==> src/rtl/daf_pkg.sv <==
package daf_pkg;
  localparam int MAC_W      = 48;
  localparam int SLOT_BYTES = 12;
  typedef logic [MAC_W-1:0] mac_t;
endpackage

==> src/rtl/daf_setup_loader.sv <==
module daf_setup_loader
  import daf_pkg::*;
#(
  parameter int N_ENTRIES = 16
) (
  input  logic                  clk,
  input  logic                  rst_n,
  input  logic                  s_valid,
  input  logic [7:0]            s_data,
  input  logic                  s_last,
  output logic                  s_ready,
  output logic                  commit,
  output mac_t [N_ENTRIES-1:0]  shadow
);
  localparam int FRAME_BYTES = N_ENTRIES * SLOT_BYTES;
  localparam int CNT_W       = $clog2(FRAME_BYTES + 1) + 1;
  localparam int IW          = $clog2(N_ENTRIES);

  logic [CNT_W-1:0] cnt;
  logic [3:0]       phase;
  logic [IW-1:0]    ent;
  logic             fire;
  logic             slot_used;
  logic [5:0]       slot_sh;
  logic             wr_en;

  assign fire = s_valid & s_ready;

  // map the position within a 12-byte slot to an address byte lane
  always_comb begin
    slot_used = 1'b1;
    unique case (phase)
      4'd0:    slot_sh = 6'd40;
      4'd1:    slot_sh = 6'd32;
      4'd4:    slot_sh = 6'd24;
      4'd5:    slot_sh = 6'd16;
      4'd8:    slot_sh = 6'd8;
      4'd9:    slot_sh = 6'd0;
      default: begin slot_sh = 6'd0; slot_used = 1'b0; end
    endcase
  end

  assign wr_en = fire && slot_used && (cnt < CNT_W'(FRAME_BYTES));

  always_ff @(posedge clk) begin
    if (!rst_n) begin
      cnt     <= '0;
      phase   <= '0;
      ent     <= '0;
      s_ready <= 1'b0;
      commit  <= 1'b0;
    end else begin
      s_ready <= 1'b1;
      commit  <= fire && s_last && (cnt == CNT_W'(FRAME_BYTES - 1));
      if (fire) begin
        if (s_last) begin
          cnt   <= '0;
          phase <= '0;
          ent   <= '0;
        end else begin
          if (cnt != CNT_W'(FRAME_BYTES)) cnt <= cnt + 1'b1;
          if (phase == 4'(SLOT_BYTES - 1)) begin
            phase <= '0;
            ent   <= ent + 1'b1;
          end else begin
            phase <= phase + 1'b1;
          end
        end
      end
    end
  end

  for (genvar i = 0; i < N_ENTRIES; i++) begin : g_shadow
    always_ff @(posedge clk) begin
      if (!rst_n) begin
        shadow[i] <= '0;
      end else if (wr_en && (ent == IW'(i))) begin
        shadow[i][slot_sh +: 8] <= s_data;
      end
    end
  end

  // a commit only follows a beat that closed a frame
  assert_commit_after_last_R2: assert property (@(posedge clk) disable iff (!rst_n)
    commit |-> $past(s_valid && s_last));

endmodule

==> src/rtl/daf_match_table.sv <==
module daf_match_table
  import daf_pkg::*;
#(
  parameter int N_ENTRIES = 16
) (
  input  logic                  clk,
  input  logic                  rst_n,
  input  logic                  commit,
  input  mac_t [N_ENTRIES-1:0]  shadow,
  input  mac_t                  look_addr,
  output logic                  hit
);
  mac_t [N_ENTRIES-1:0] entries_q;
  logic [N_ENTRIES-1:0] match;

  for (genvar i = 0; i < N_ENTRIES; i++) begin : g_entry
    always_ff @(posedge clk) begin
      if (!rst_n)      entries_q[i] <= '0;
      else if (commit) entries_q[i] <= shadow[i];
    end
    assign match[i] = (entries_q[i] == look_addr);
  end

  assign hit = |match;

  // the live table takes the staged copy on commit and holds otherwise
  assert_commit_copy_R2: assert property (@(posedge clk) disable iff (!rst_n)
    $past(commit) |-> (entries_q == $past(shadow)));
  assert_table_hold_R2: assert property (@(posedge clk) disable iff (!rst_n)
    !$past(commit) |-> $stable(entries_q));

endmodule

==> src/rtl/daf_decide.sv <==
module daf_decide
  import daf_pkg::*;
#(
  parameter int LEN_W   = 12,
  parameter int MIN_LEN = 14,
  parameter int MAX_LEN = 2044
) (
  input  logic             clk,
  input  logic             rst_n,
  input  logic             req_valid,
  input  mac_t             req_addr,
  input  logic [LEN_W-1:0] req_len,
  input  logic             mode_promisc,
  input  logic             mode_rx_all,
  input  logic             mode_pass_mcast,
  input  logic             mode_inverse,
  input  logic             hit,
  output logic             req_ready,
  output logic             res_valid,
  output logic             res_accept,
  output logic             res_promisc_flag,
  output logic             res_mcast_flag
);
  localparam logic [LEN_W-1:0] LEN_LO = LEN_W'(MIN_LEN);
  localparam logic [LEN_W-1:0] LEN_HI = LEN_W'(MAX_LEN);

  logic len_ok, is_bcast, is_group;
  logic acc_d, fp_d, fm_d;
  logic take;

  assign take     = req_valid & req_ready;
  assign len_ok   = (req_len >= LEN_LO) && (req_len <= LEN_HI);
  assign is_bcast = &req_addr;
  assign is_group = req_addr[40];

  always_comb begin
    acc_d = 1'b0;
    fp_d  = 1'b0;
    fm_d  = 1'b0;
    if (!len_ok) begin
      acc_d = 1'b0;
    end else if (is_bcast) begin
      acc_d = 1'b1;
    end else if (mode_promisc || mode_rx_all) begin
      acc_d = 1'b1;
      fp_d  = 1'b1;
    end else if (mode_pass_mcast && is_group) begin
      acc_d = 1'b1;
      fm_d  = 1'b1;
    end else begin
      acc_d = hit ^ mode_inverse;
    end
  end

  always_ff @(posedge clk) begin
    if (!rst_n) begin
      req_ready        <= 1'b0;
      res_valid        <= 1'b0;
      res_accept       <= 1'b0;
      res_promisc_flag <= 1'b0;
      res_mcast_flag   <= 1'b0;
    end else begin
      req_ready <= 1'b1;
      res_valid <= take;
      if (take) begin
        res_accept       <= acc_d;
        res_promisc_flag <= fp_d;
        res_mcast_flag   <= fm_d;
      end
    end
  end

  assert_latency_R1: assert property (@(posedge clk) disable iff (!rst_n)
    take |=> res_valid);
  assert_idle_R1: assert property (@(posedge clk) disable iff (!rst_n)
    !take |=> !res_valid);
  assert_len_reject_R10: assert property (@(posedge clk) disable iff (!rst_n)
    (take && ((req_len < LEN_LO) || (req_len > LEN_HI)))
      |=> (!res_accept && !res_promisc_flag && !res_mcast_flag));
  assert_bcast_keep_R5: assert property (@(posedge clk) disable iff (!rst_n)
    (take && len_ok && (&req_addr))
      |=> (res_accept && !res_promisc_flag && !res_mcast_flag));
  assert_one_flag_R12: assert property (@(posedge clk) disable iff (!rst_n)
    res_valid |-> $onehot0({res_promisc_flag, res_mcast_flag}));
  assert_flag_implies_keep_R12: assert property (@(posedge clk) disable iff (!rst_n)
    (res_valid && (res_promisc_flag || res_mcast_flag)) |-> res_accept);
  assert_bypass_R6: assert property (@(posedge clk) disable iff (!rst_n)
    (take && len_ok && !(&req_addr) && (mode_promisc || mode_rx_all))
      |=> (res_accept && res_promisc_flag));

endmodule

==> src/rtl/dst_addr_filter.sv <==
module dst_addr_filter
  import daf_pkg::*;
#(
  parameter int N_ENTRIES = 16,
  parameter int LEN_W     = 12,
  parameter int MIN_LEN   = 14,
  parameter int MAX_LEN   = 2044
) (
  input  logic             clk,
  input  logic             rst_n,
  input  logic             setup_valid,
  output logic             setup_ready,
  input  logic [7:0]       setup_data,
  input  logic             setup_last,
  input  logic             req_valid,
  output logic             req_ready,
  input  logic [47:0]      req_addr,
  input  logic [LEN_W-1:0] req_len,
  input  logic             mode_promisc,
  input  logic             mode_rx_all,
  input  logic             mode_pass_mcast,
  input  logic             mode_inverse,
  output logic             res_valid,
  output logic             res_accept,
  output logic             res_promisc_flag,
  output logic             res_mcast_flag
);
  mac_t [N_ENTRIES-1:0] shadow;
  logic                 commit;
  logic                 hit;

  daf_setup_loader #(.N_ENTRIES(N_ENTRIES)) u_loader (
    .clk     (clk),
    .rst_n   (rst_n),
    .s_valid (setup_valid),
    .s_data  (setup_data),
    .s_last  (setup_last),
    .s_ready (setup_ready),
    .commit  (commit),
    .shadow  (shadow)
  );

  daf_match_table #(.N_ENTRIES(N_ENTRIES)) u_table (
    .clk       (clk),
    .rst_n     (rst_n),
    .commit    (commit),
    .shadow    (shadow),
    .look_addr (req_addr),
    .hit       (hit)
  );

  daf_decide #(.LEN_W(LEN_W), .MIN_LEN(MIN_LEN), .MAX_LEN(MAX_LEN)) u_decide (
    .clk              (clk),
    .rst_n            (rst_n),
    .req_valid        (req_valid),
    .req_addr         (req_addr),
    .req_len          (req_len),
    .mode_promisc     (mode_promisc),
    .mode_rx_all      (mode_rx_all),
    .mode_pass_mcast  (mode_pass_mcast),
    .mode_inverse     (mode_inverse),
    .hit              (hit),
    .req_ready        (req_ready),
    .res_valid        (res_valid),
    .res_accept       (res_accept),
    .res_promisc_flag (res_promisc_flag),
    .res_mcast_flag   (res_mcast_flag)
  );

endmodule

==> config.mk <==
export PLATFORM = sky130hd
export DESIGN_NAME = dst_addr_filter
export DESIGN_NICKNAME = d
export VERILOG_FILES = /design/src/rtl/daf_pkg.sv /design/src/rtl/daf_setup_loader.sv /design/src/rtl/daf_match_table.sv /design/src/rtl/daf_decide.sv /design/src/rtl/dst_addr_filter.sv
export SDC_FILE = /design/constraint.sdc
export NUM_CORES = 2
export LEC_CHECK = 0
export ABC_CLOCK_PERIOD_IN_PS = 3900
export BUFFER_PORTS_ARGS = -buffer_cell sky130_fd_sc_hd__buf_2
export CORE_AREA = 3 3 374 376
export DETAILED_ROUTE_END_ITERATION = 8
export DIE_AREA = 0 0 377 379
export PLACE_DENSITY = 0.75
export SYNTH_ARGS = -nofsm -noshare
export SYNTH_HDL_FRONTEND = slang
export SYNTH_SLANG_ARGS = --single-unit
export TNS_END_PERCENT = 20
==> constraint.sdc <==
create_clock -name clk -period 3.9 [get_ports clk]
set_input_delay 0.78 -clock clk [delete_from_list [all_inputs] [get_ports clk]]
set_output_delay 0.78 -clock clk [all_outputs]
set_load 0.005 [all_outputs]
==> metrics.md <==
| Metric | Value |
|---|---|
| Rows | 136 |
| Req. time, crit path | 4.58 ns |
| Clock Sink Count | 1559 |
| Status | finished clean |
| Detailed-route DRC error count | 0 |
| Worst IR Drop VDD | 453 uV |
| Crit path largest cell delay | 0.99 ns |
| Root Driver | clkbuf_16 |
| Final Util | 0.557 |
| Initial Util | 0.498 |
| Vias per cell | 5.81 |
| RSZ-0062 raised after global routing | false |
| Critical path class | in2reg |
| Final Hold Viols | 0 |
| DPL Wire Length | 144000 microns |
| Clk slew on worst S/H paths | 0.06 ns |
| EDFF count, synth | 0 |
| Chip Width | 377 microns |
| Clk buf depth | 3 |
| Worst Hold Class | in2reg |
| GRT Util Overall | 0.303 |
| CTS resizes | 0 |
| Setup tns final | 0 ns |
| RePlAce Congestion | 0.943 |
| WL final | 223000 microns |
| Via count | 53.1k |
| Clk_skew | 0.0371 ns |
| Final setup viols | 0 |
| Cell Pwr Density | 438 nW/um^2 |
| Maxcap violations | 0 |
| Async SR Flop Fraction | 0 |
| Reg-to-Reg End | u_loader.shadow[683]$_SDFFE_PN0P_ |
| Total grt overflow | 0 |
| CP Max Fanout | 6 |
| Mean Syn Cell Area | 9.34 sq um |
| Global-route wire length before repair | 327000 microns |
| Area grow syn2layout | 11.9% |
| Slew Viols, Final | 0 |
| Final #Nets | 7301 |
| Final period util | 0.912 |
| Post-synth top area share | 0.457 |
| Mapped Cells | 7305 |
| Synth Flop Type | dfxtp_1 |
| Yosys Warn Count | 0 |
| Synth Net Count | 7393 |
| Lkg Pwr | 26.6 nW |
| Synth area leaders | dfxtp_1 46%, mux2i_1 11%, xor2_1 9.9% |
| Fmax | 0.281 GHz |
| Placeable Area | 137000 sq um |
| Chip height | 379 microns |
| CP most frequent cell | buf_4 |
| Crit start category | input port |
| Worst reg-to-reg path cell count | 12 |
| Post-synth cell types | 46 |
| CTS buffer count | 159 |
| Synth Register Bits | 1559 |
| First-pass DRT Iterations | 8 |
| Final worst path period need | 3.56 ns |
| Post-synth top area cell | dfxtp_1 |
| Flop2flop setup slack | 0.36 ns |
| CTS tree | yes |
| Post-DR wirelength/cell | 24.4 microns |
| Post-synthesis sequential area ratio | 0.457 |
| Hold Path Sink | u_decide.res_valid$_SDFF_PN0_ |
| Initial antenna violation count | 6 |
| HP Start | req_valid |
| Crit path max-delay family | simple AND/OR/NAND/NOR gates |
| Drt first-iter violations | 5905 |
| Top-Level Pins | 83 |
| CP Capture Type | register |
| Antenna Nets Post-Route | 0 |
| Vias in the first global route | 50.0k |
| Worst r2r src | u_loader.phase[0]$_SDFFE_PN0P_ |
| Worst-Skew Late Latency | 0.81 ns |
| WHS | 0.217 ns |
| Layout cell share with drive strength beyond 1 | 0.0864 |
| Pin count of the biggest net entering global routing | 187 |
| Die area | 143000 sq um |
| CP bufs+invs | 5 |
| IO Port Bufs | 82 |
| Worst path cell trace | buf_2 -> buf_4 -> buf_4 -> xor2_1 -> nor4_1 -> nand4_1 -> nor3_1 -> buf_4 -> nor4_1 -> buf_4 -> nand4_1 -> xnor2_1 -> a31oi_1 |
| Worst Hold Path Cells | 2 |
| Post-CTS setup buffers | 0 |
| CTS Hold Bufs | 0 |
| Rel. slew slack | 0.201 |
| Cell Area, Synth | 68300 sq um |
| Slowest CP cell | nor3_1 |
| Worst EP arrival | 4.24 ns |
| H-Tree Depth | 4 |
| Worst-Margin Slew | 1.19 ns |
## stage by stage
stage / std cells / cell area (sq um) / power [mW] / setup slack (ns)
2_1_floorplan: 7305 / 68300 / 17.3 / 1.08
3_3_place_gp: 8845 / 71100 / 18.4 / -0.273
3_5_place_dp: 8845 / 71100 / 18.4 / -0.318
4_1_cts: 9129 / 76400 / 33.5 / 0.437
5_1_grt: 9131 / 76400 / 34.2 / 0.202
6_report: 9132 / 76400 / 33.5 / 0.343
## worst reg2reg max path, stage by stage, from the launching register on
cell and delay [ns]:
dfxtp_1 0.41, inv_1 0.07, ha_1 0.29, nor2_1 0.38, nor2_1 0.09, nand2_1 0.09, ha_1 0.15, ha_1 0.28
and3_1 0.25, buf_12 0.21, nand2_1 0.65, o21ai_0 0.45, and2_1 0.18
## state kept, by name (all words and copies together) (netlist names)
register                   count
u_decide.res_valid             1
u_loader.shadow              768
u_decide.res_mcast_flag        1
u_loader.ent                   4
u_loader.s_ready               1
u_loader.phase                 4
u_table.entries_q            768
u_loader.cnt                   9
u_decide.res_promisc_flag      1
u_loader.commit                1
u_decide.res_accept            1
## report_power, final
group	leakage [nW]	switching (mW)	internal (mW)
Combinational	11.5	1.55	0.615
Sequential	12.6	0.00664	15.9
Clock	2.57	6.69	8.69
## cell families (layout without fill, tap and decap cells)
group,count (synthesis),in the layout,share of synthesized area
and+or+nand+nor,2796,2796,0.214
DFF,1559,1559,0.457
AOI/OAI and AO/OA,787,787,0.0767
xor gates and xnor gates,778,778,0.0998
muxes,770,770,0.113
buffers and inverters,604,635,0.0375
adders and majority gates,11,11,0.00202
other,0,2,0
## cell usage after synthesis, types with 7 or more instances
cell type  instances
nor2b_1          772
a21boi_1          32
nand2_1          884
nand2_2           20
a21oi_1            7
nand3_1          518
and2_1           259
xor2_1           774
buf_1             55
nor2_1            26
nor3_1            20
dfxtp_1         1559
nand4_1           66
ha_1              11
o21ai_1          107
o21ai_0          154
clkbuf_1         326
a21boi_0         481
inv_1              7
buf_2            208
mux2i_1          770
nor4_1           202
## per-layer routing
metal	track usage	wire length (microns)
met5	0	21
met4	0.155	12500
met3	0.0614	21300
met2	0.460	96500
met1	0.409	92500
## cell usage in the layout, fill, tap and decap left out, types with 32 or more instances in the layout
master	Yosys	routed
dfxtp_1	1559	1558
xor2_1	774	774
nor4_1	202	202
o21ai_1	107	107
mux2i_1	770	770
nand2_1	884	884
clkbuf_1	326	37
nand3_1	518	518
clkbuf_16	0	160
buf_2	208	73
o21ai_0	154	154
and2_1	259	259
nand4_1	66	66
buf_4	4	211
nor2b_1	772	772
a21boi_0	481	481
a21boi_1	32	32
buf_12	0	56
## final cells by class
class                      count  area (sq um)
timing repair buffer         342          3100
sequential                  1559         31200
clock inverter                56           663
tap                         1794          2240
clock buffer                 228          4570
fill                       11800         60800
inverter                       9          33.8
antenna                        2          5.00
multi-input combinational   5142         34600
## worst max path at each step
stage | slack [ns] | cells after the start | to | from
2_1_floorplan | 1.08 | 13 | u_loader.shadow[326]$_SDFFE_PN0P_ | u_loader.phase[0]$_SDFFE_PN0P_
3_3_place_gp | -0.27 | 13 | u_decide.res_accept$_SDFFE_PN0P_ | req_addr[25]
3_5_place_dp | -0.32 | 13 | u_decide.res_accept$_SDFFE_PN0P_ | req_addr[25]
4_1_cts | 0.44 | 12 | u_loader.shadow[683]$_SDFFE_PN0P_ | u_loader.phase[0]$_SDFFE_PN0P_
5_1_grt | 0.20 | 12 | u_loader.shadow[683]$_SDFFE_PN0P_ | u_loader.phase[0]$_SDFFE_PN0P_
6_report | 0.34 | 13 | u_decide.res_accept$_SDFFE_PN0P_ | req_addr[25]
Note: power is estimated with default switching activity, not from simulation.
